### src/rtl/fcs_pkg.sv
package fcs_pkg;

  typedef enum logic [1:0] {
    ST_DATA = 2'd0,
    ST_PAD  = 2'd1,
    ST_FCS  = 2'd2
  } tx_state_e;

  localparam logic [31:0] CRC_POLY_REFL = 32'hEDB88320;
  localparam logic [31:0] CRC_SEED      = 32'hFFFFFFFF;
  localparam int          FCS_BYTES     = 4;
  localparam int          FCS_IDX_W     = $clog2(FCS_BYTES);

  // One byte of reflected CRC-32, LSB of the byte first.
  function automatic logic [31:0] crc32_byte(input logic [31:0] c_in,
                                             input logic [7:0]  b);
    logic [31:0] c;
    c = c_in ^ {24'd0, b};
    for (int k = 0; k < 8; k++) begin
      c = c[0] ? ((c >> 1) ^ CRC_POLY_REFL) : (c >> 1);
    end
    return c;
  endfunction

  // Byte lane of the complemented remainder, lane 0 goes first.
  function automatic logic [7:0] fcs_lane(input logic [31:0]          c,
                                          input logic [FCS_IDX_W-1:0] idx);
    logic [31:0] inv;
    inv = ~c;
    case (idx)
      2'd0:    return inv[7:0];
      2'd1:    return inv[15:8];
      2'd2:    return inv[23:16];
      default: return inv[31:24];
    endcase
  endfunction

endpackage

### src/rtl/fcs_crc_acc.sv
module fcs_crc_acc
  import fcs_pkg::*;
(
  input  logic        clk,
  input  logic        rst_n,
  input  logic        restart,
  input  logic        absorb,
  input  logic [7:0]  byte_in,
  output logic [31:0] crc
);

  logic [31:0] crc_q;

  always_ff @(posedge clk) begin
    if (!rst_n)       crc_q <= CRC_SEED;
    else if (restart) crc_q <= CRC_SEED;
    else if (absorb)  crc_q <= crc32_byte(crc_q, byte_in);
  end

  assign crc = crc_q;

endmodule

### src/rtl/fcs_len_track.sv
module fcs_len_track #(
  parameter int MIN_DATA = 60,
  localparam int CNT_W   = $clog2(MIN_DATA + 1)
) (
  input  logic clk,
  input  logic rst_n,
  input  logic step,
  input  logic clear,
  output logic is_first,
  output logic short_next,
  output logic pad_last
);

  localparam logic [CNT_W-1:0] CAP    = CNT_W'(MIN_DATA);
  localparam logic [CNT_W-1:0] CAP_M1 = CNT_W'(MIN_DATA - 1);

  logic [CNT_W-1:0] cnt_q;

  always_ff @(posedge clk) begin
    if (!rst_n)                     cnt_q <= '0;
    else if (clear)                 cnt_q <= '0;
    else if (step && cnt_q != CAP)  cnt_q <= cnt_q + 1'b1;
  end

  assign is_first   = (cnt_q == '0);
  assign short_next = (cnt_q < CAP_M1);
  assign pad_last   = (cnt_q == CAP_M1);

endmodule

### src/rtl/fcs_seq.sv
module fcs_seq
  import fcs_pkg::*;
(
  input  logic                 clk,
  input  logic                 rst_n,
  input  logic                 in_fire,
  input  logic                 out_fire,
  input  logic                 s_last,
  input  logic                 s_no_pad,
  input  logic                 s_no_crc,
  input  logic                 is_first,
  input  logic                 short_next,
  input  logic                 pad_last,
  output tx_state_e            st,
  output logic [FCS_IDX_W-1:0] fcs_idx,
  output logic                 fcs_wanted
);

  localparam logic [FCS_IDX_W-1:0] LAST_IDX = FCS_IDX_W'(FCS_BYTES - 1);

  tx_state_e            st_q, st_d;
  logic [FCS_IDX_W-1:0] idx_q, idx_d;
  logic                 np_q, nc_q;
  logic                 np_eff, nc_eff, need_pad;

  // Controls are live on the first byte, latched afterwards.
  assign np_eff     = is_first ? s_no_pad : np_q;
  assign nc_eff     = is_first ? s_no_crc : nc_q;
  assign need_pad   = !np_eff && short_next;
  assign fcs_wanted = need_pad || !nc_eff;

  always_comb begin
    st_d  = st_q;
    idx_d = idx_q;
    case (st_q)
      ST_DATA: if (in_fire && s_last)
                 st_d = need_pad ? ST_PAD : (fcs_wanted ? ST_FCS : ST_DATA);
      ST_PAD:  if (out_fire && pad_last) st_d = ST_FCS;
      ST_FCS:  if (out_fire) begin
                 if (idx_q == LAST_IDX) st_d = ST_DATA;
                 idx_d = idx_q + 1'b1;
               end
      default: st_d = ST_DATA;
    endcase
    if (st_d == ST_FCS && st_q != ST_FCS) idx_d = '0;
  end

  always_ff @(posedge clk) begin
    if (!rst_n) begin
      st_q  <= ST_DATA;
      idx_q <= '0;
      np_q  <= 1'b0;
      nc_q  <= 1'b0;
    end else begin
      st_q  <= st_d;
      idx_q <= idx_d;
      if (in_fire && is_first) begin
        np_q <= s_no_pad;
        nc_q <= s_no_crc;
      end
    end
  end

  assign st      = st_q;
  assign fcs_idx = idx_q;

  p_pad_forces_fcs_r3: assert property (@(posedge clk) disable iff (!rst_n)
    (st_q == ST_PAD && out_fire && pad_last) |=> (st_q == ST_FCS));

  p_no_fcs_end_r4: assert property (@(posedge clk) disable iff (!rst_n)
    (st_q == ST_DATA && in_fire && s_last && !fcs_wanted) |=> (st_q == ST_DATA));

  p_ctrl_latched_r6: assert property (@(posedge clk) disable iff (!rst_n)
    (in_fire && !is_first) |=> ($stable(np_q) && $stable(nc_q)));

endmodule

### src/rtl/txpad_fcs_appender.sv
module txpad_fcs_appender
  import fcs_pkg::*;
#(
  parameter int MIN_FRAME = 64
) (
  input  logic       clk,
  input  logic       rst_n,
  input  logic       s_valid,
  output logic       s_ready,
  input  logic [7:0] s_data,
  input  logic       s_last,
  input  logic       s_no_pad,
  input  logic       s_no_crc,
  output logic       m_valid,
  input  logic       m_ready,
  output logic [7:0] m_data,
  output logic       m_last
);

  localparam int MIN_DATA = MIN_FRAME - FCS_BYTES;
  localparam logic [FCS_IDX_W-1:0] LAST_IDX = FCS_IDX_W'(FCS_BYTES - 1);

  tx_state_e            st;
  logic [FCS_IDX_W-1:0] fcs_idx;
  logic                 fcs_wanted;
  logic                 is_first, short_next, pad_last;
  logic [31:0]          crc;

  // Named events for the assertions.
  logic in_fire, out_fire, frame_end, body_beat;

  always_comb begin
    case (st)
      ST_DATA: begin
        m_valid = s_valid;
        s_ready = m_ready;
        m_data  = s_data;
        m_last  = s_last && !fcs_wanted;
      end
      ST_PAD: begin
        m_valid = 1'b1;
        s_ready = 1'b0;
        m_data  = 8'h00;
        m_last  = 1'b0;
      end
      default: begin
        m_valid = 1'b1;
        s_ready = 1'b0;
        m_data  = fcs_lane(crc, fcs_idx);
        m_last  = (fcs_idx == LAST_IDX);
      end
    endcase
  end

  assign in_fire   = s_valid && s_ready;
  assign out_fire  = m_valid && m_ready;
  assign frame_end = out_fire && m_last;
  assign body_beat = out_fire && (st != ST_FCS);

  fcs_len_track #(.MIN_DATA(MIN_DATA)) u_len (
    .clk        (clk),
    .rst_n      (rst_n),
    .step       (body_beat),
    .clear      (frame_end),
    .is_first   (is_first),
    .short_next (short_next),
    .pad_last   (pad_last)
  );

  fcs_crc_acc u_crc (
    .clk     (clk),
    .rst_n   (rst_n),
    .restart (frame_end),
    .absorb  (body_beat),
    .byte_in (m_data),
    .crc     (crc)
  );

  fcs_seq u_seq (
    .clk        (clk),
    .rst_n      (rst_n),
    .in_fire    (in_fire),
    .out_fire   (out_fire),
    .s_last     (s_last),
    .s_no_pad   (s_no_pad),
    .s_no_crc   (s_no_crc),
    .is_first   (is_first),
    .short_next (short_next),
    .pad_last   (pad_last),
    .st         (st),
    .fcs_idx    (fcs_idx),
    .fcs_wanted (fcs_wanted)
  );

  p_gen_hold_r8: assert property (@(posedge clk) disable iff (!rst_n)
    (m_valid && !m_ready && st != ST_DATA) |=>
      (m_valid && $stable(m_data) && $stable(m_last)));

  p_end_restarts_r7: assert property (@(posedge clk) disable iff (!rst_n)
    (st == ST_FCS && frame_end) |=> (st == ST_DATA && is_first));

  p_ready_gated_r8: assert property (@(posedge clk) disable iff (!rst_n)
    (st != ST_DATA) |-> !in_fire);

endmodule

### config.mk
export PLATFORM = sky130hd
export DESIGN_NAME = txpad_fcs_appender
export DESIGN_NICKNAME = d
export VERILOG_FILES = /design/src/rtl/fcs_pkg.sv /design/src/rtl/fcs_crc_acc.sv /design/src/rtl/fcs_len_track.sv /design/src/rtl/fcs_seq.sv /design/src/rtl/txpad_fcs_appender.sv
export SDC_FILE = /design/constraint.sdc
export NUM_CORES = 1
export LEC_CHECK = 0
export ABC_AREA = 1
export CORE_ASPECT_RATIO = 2
export CORE_MARGIN = 1.5
export CORE_UTILIZATION = 50
export DETAILED_ROUTE_END_ITERATION = 12
export DONT_BUFFER_PORTS = 1
export PLACE_DENSITY = 0.69
export RECOVER_POWER = 25
export SYNTH_ARGS = -nofsm -noshare
export SYNTH_HDL_FRONTEND = slang
export SYNTH_HIERARCHICAL = 1
export SYNTH_SLANG_ARGS = --single-unit
### constraint.sdc
create_clock -name clk -period 3.4 [get_ports clk]
set_clock_uncertainty 0.15 [all_clocks]
set_input_delay 0.34 -clock clk [delete_from_list [all_inputs] [get_ports clk]]
set_output_delay 0.34 -clock clk [all_outputs]
set_load 0.05 [all_outputs]
==> metrics.md <==
| Metric | Value |
|---|---|
| First DRT Iteration DRCs | `223` |
| Remaining DRCs | `0` |
| Pwr Total | `1.87 mW` |
| Internal power | `1.08 mW` |
| HPWL Detailed | `7870 um` |
| DR vias | `3855` |
| Postcts setup bufs | `0` |
| Fmax | `0.330 GHz` |
| Die Y | `126 um` |
| Clock slew at reported path FFs | `0.06 ns` |
| CP max stage cell | `nor2_1` |
| HP Class | `in2reg` |
| CP Capture Type | `register` |
| CTS sink count | `44` |
| RSZ-0062 raised after global routing | `no` |
| Synth Instances | `636` |
| Initial Util | `0.519` |
| Row count | `44` |
| Routability cong. | `0.955` |
| H-tree depth | `2` |
| Hold Vio Cnt, Final | `0` |
| First-pass GRT wire length | `17100 um` |
| Clk_lat worst skew | `0.29 ns` |
| Critical path arrival | `3.07 ns` |
| Launch point of the worst path | `u_seq/fcs_idx[0]` |
| Final ANT Viol Nets | `0` |
| R2r setup slk | `0.37 ns` |
| Run status | `finished clean` |
| Clock Tree Buf Depth | `2` |
| Setup violators final | `0` |
| Hold_ws | `0.0329 ns` |
| Setup Crit Path Kind | `reg2reg` |
| Commonest cells after routing, fill and taps aside | `255 x nand2_1, 80 x inv_1, 53 x nand3_1` |
| Req. time, crit path | `3.43 ns` |
| Initial antenna violation count | `0` |
| Setup TNS | `0 ns` |
| Nets | `663` |
| Post-CTS Hold Buffers | `0` |
| Largest net degree at the start of global routing | `41` |
| Synth cell types | `38` |
| Lkg Pwr | `2.20 nW` |
| Multi-input logic area | `2380 um^2` |
| Crit path cell chain | `buf_4 -> nor2_1 -> nand2_1 -> nand3_1 -> nand2_1 -> nand2_1 -> nand2_1 -> nand2_2 -> nand2_1 -> nand2_1 -> nand2_1 -> nand2_2 -> inv_1 -> nand2_1 -> nand2_1 -> nand2_1 -> nand2_1` |
| Layout area overhead | `6.34%` |
| Synth Flop Type | `dfxtp_1` |
| Logic pwr share | `0.422` |
| Number of synthesized flops with an enable pin | `0` |
| Buffers on Ports | `0` |
| CTS tree | `built` |
| Max FO, Critical Path | `9` |
| Final WL | `10400 um` |
| Clk root buf | `clkbuf_16` |
| Worst setup SP type | `register` |
| Commonest non-fill, non-tap cell in the layout | `nand2_1` |
| I/O pins | `26` |
| Grt ovf | `0` |
| PwrDens | `467 nW/um^2` |
| Register area | `881 um^2` |
| Sequential Power Share | `0.328` |
| Sequential-to-total area share from yosys stat | `0.233` |
| Yosys reg bits | `44` |
| Max incr delay on CP | `0.65 ns` |
| HP Start | `rst_n` |
| Total track usage | `0.271` |
| Pre-antenna DRT Iters | `4` |
| Rel. slew slack | `0.423` |
| Die ar. | `8110 um^2` |
| Slew Viols, Final | `0` |
| Final worst path period need | `3.03 ns` |
| Yosys warns | `6` |
| DP Area | `3920 um^2` |
| Worst-margin pin slew | `0.863 ns` |
| Syn_area_per_cell | `5.93 um^2` |
| CTS buffer count | `5` |
| Vias in the first global route | `3777` |
| Design Area, Final | `4010 um^2` |
| Diode count | `0` |
| Share of layout cells above drive strength 1 | `0.127` |
| Critical R2R Launch | `u_seq/fcs_idx[0]` |
| Crit path top cell by count | `nand2_1` |
| Core area | `7270 um^2` |
| Async SR Flop Fraction | `0` |
| MaxCap Viol Count | `0` |
| Chip Width | `64.4 um` |
| Period utilisation layout | `0.892` |
| Pre-CTS setup slack | `0.604 ns` |
| Synthesized cell area | `3770 um^2` |
| Clock power share | `0.250` |
| Switching share of power | `0.422` |
| VDD IR-drop max | `0.000259 V` |
| Fill count | `810` |
| Final WS setup | `0.366 ns` |
| Vias per cell | `5.23` |
| Wire per inst | `14.1 um` |
| Post-CTS sizing | `0` |
| Sw Pwr | `0.790 mW` |
| Syn Nets | `654` |
[final cells by class]
cell class                 count  share of cell area
tap                           92              0.0287
inverter                      95              0.0920
clock inverter                 1             0.00125
timing repair buffer          20              0.0318
clock buffer                   6              0.0321
sequential                    44               0.220
multi-input combinational    479               0.595
[metrics by stage]
| step | util | cells |
|---|---|---|
| CTS | 0.558 | 737 |
| detailed placement | 0.539 | 730 |
| floorplan | - | 636 |
| finish | 0.552 | 737 |
| global placement | 0.539 | 730 |
| global route | 0.552 | 737 |
[layer usage]
| metal | GRT usage | share of wire | routed length (um) | vias to the layer above |
|---|---|---|---|---|
| met1 | 0.264 | 0.35 | 3630 | 1740 |
| met4 | 0.186 | 0.054 | 562 | 0 |
| met3 | 0.0330 | 0.049 | 512 | 37 |
| met2 | 0.507 | 0.55 | 5660 | 101 |
| met5 | 0 | 0 | 0 | - |
| li1 | - | - | - | 1977 |
[synth_stat cells (5+ instances only)]
library cell / count / area, um^2
nand3_2: 5 / 50.1
nand2_4: 10 / 113
clkbuf_1: 7 / 26.3
dfxtp_1: 44 / 881
nand2_2: 24 / 150
inv_2: 10 / 37.5
xor2_1: 20 / 175
nand2_1: 254 / 953
buf_6: 5 / 56.3
o21ai_0: 16 / 80.1
a21oi_1: 41 / 205
inv_1: 80 / 300
nor2_2: 5 / 31.3
nand3b_1: 9 / 67.6
nor2_1: 12 / 45.0
nand3_1: 51 / 255
[state kept, by name, indices dropped and copies added, names as in the netlist]
name	cells
u_seq/nc_q	1
u_crc/crc	32
u_seq/np_q	1
u_len/cnt_q	6
u_seq/st	2
u_seq/fcs_idx	2
[worst max-delay path: cells and delay by family (launching register included)]
kind / cells / cell delay, ns
buf+inv: 2 / 0.26
simple gates: 15 / 2.09
flops: 1 / 0.43
[power by group through the flow]
stage | sequential (mW) | combinational, mW | clock, mW
after floorplan | 0.610 | 0.633 | 0
after global placement | 0.624 | 0.766 | 0
after detailed placement | 0.627 | 0.785 | 0
after CTS | 0.615 | 0.789 | 0.477
after global routing | 0.623 | 0.886 | 0.496
final | 0.615 | 0.791 | 0.468
[final timing paths]
check,end,depth (start not counted)
worst max register to register,u_crc/crc[26],17
worst min-delay path,u_seq/nc_q,2
worst max-delay path,u_crc/crc[26],17
worst min register to register,u_seq/nc_q,2
[kinds of logic after synthesis]
family	count (synthesis)	synth area share
simple gates	384	0.475
buf+inv	113	0.130
compound gates	68	0.0955
flops	44	0.233
xor+xnor	24	0.0557
fa+ha+maj	3	0.00995
Note: power is estimated with default switching activity, not from simulation.
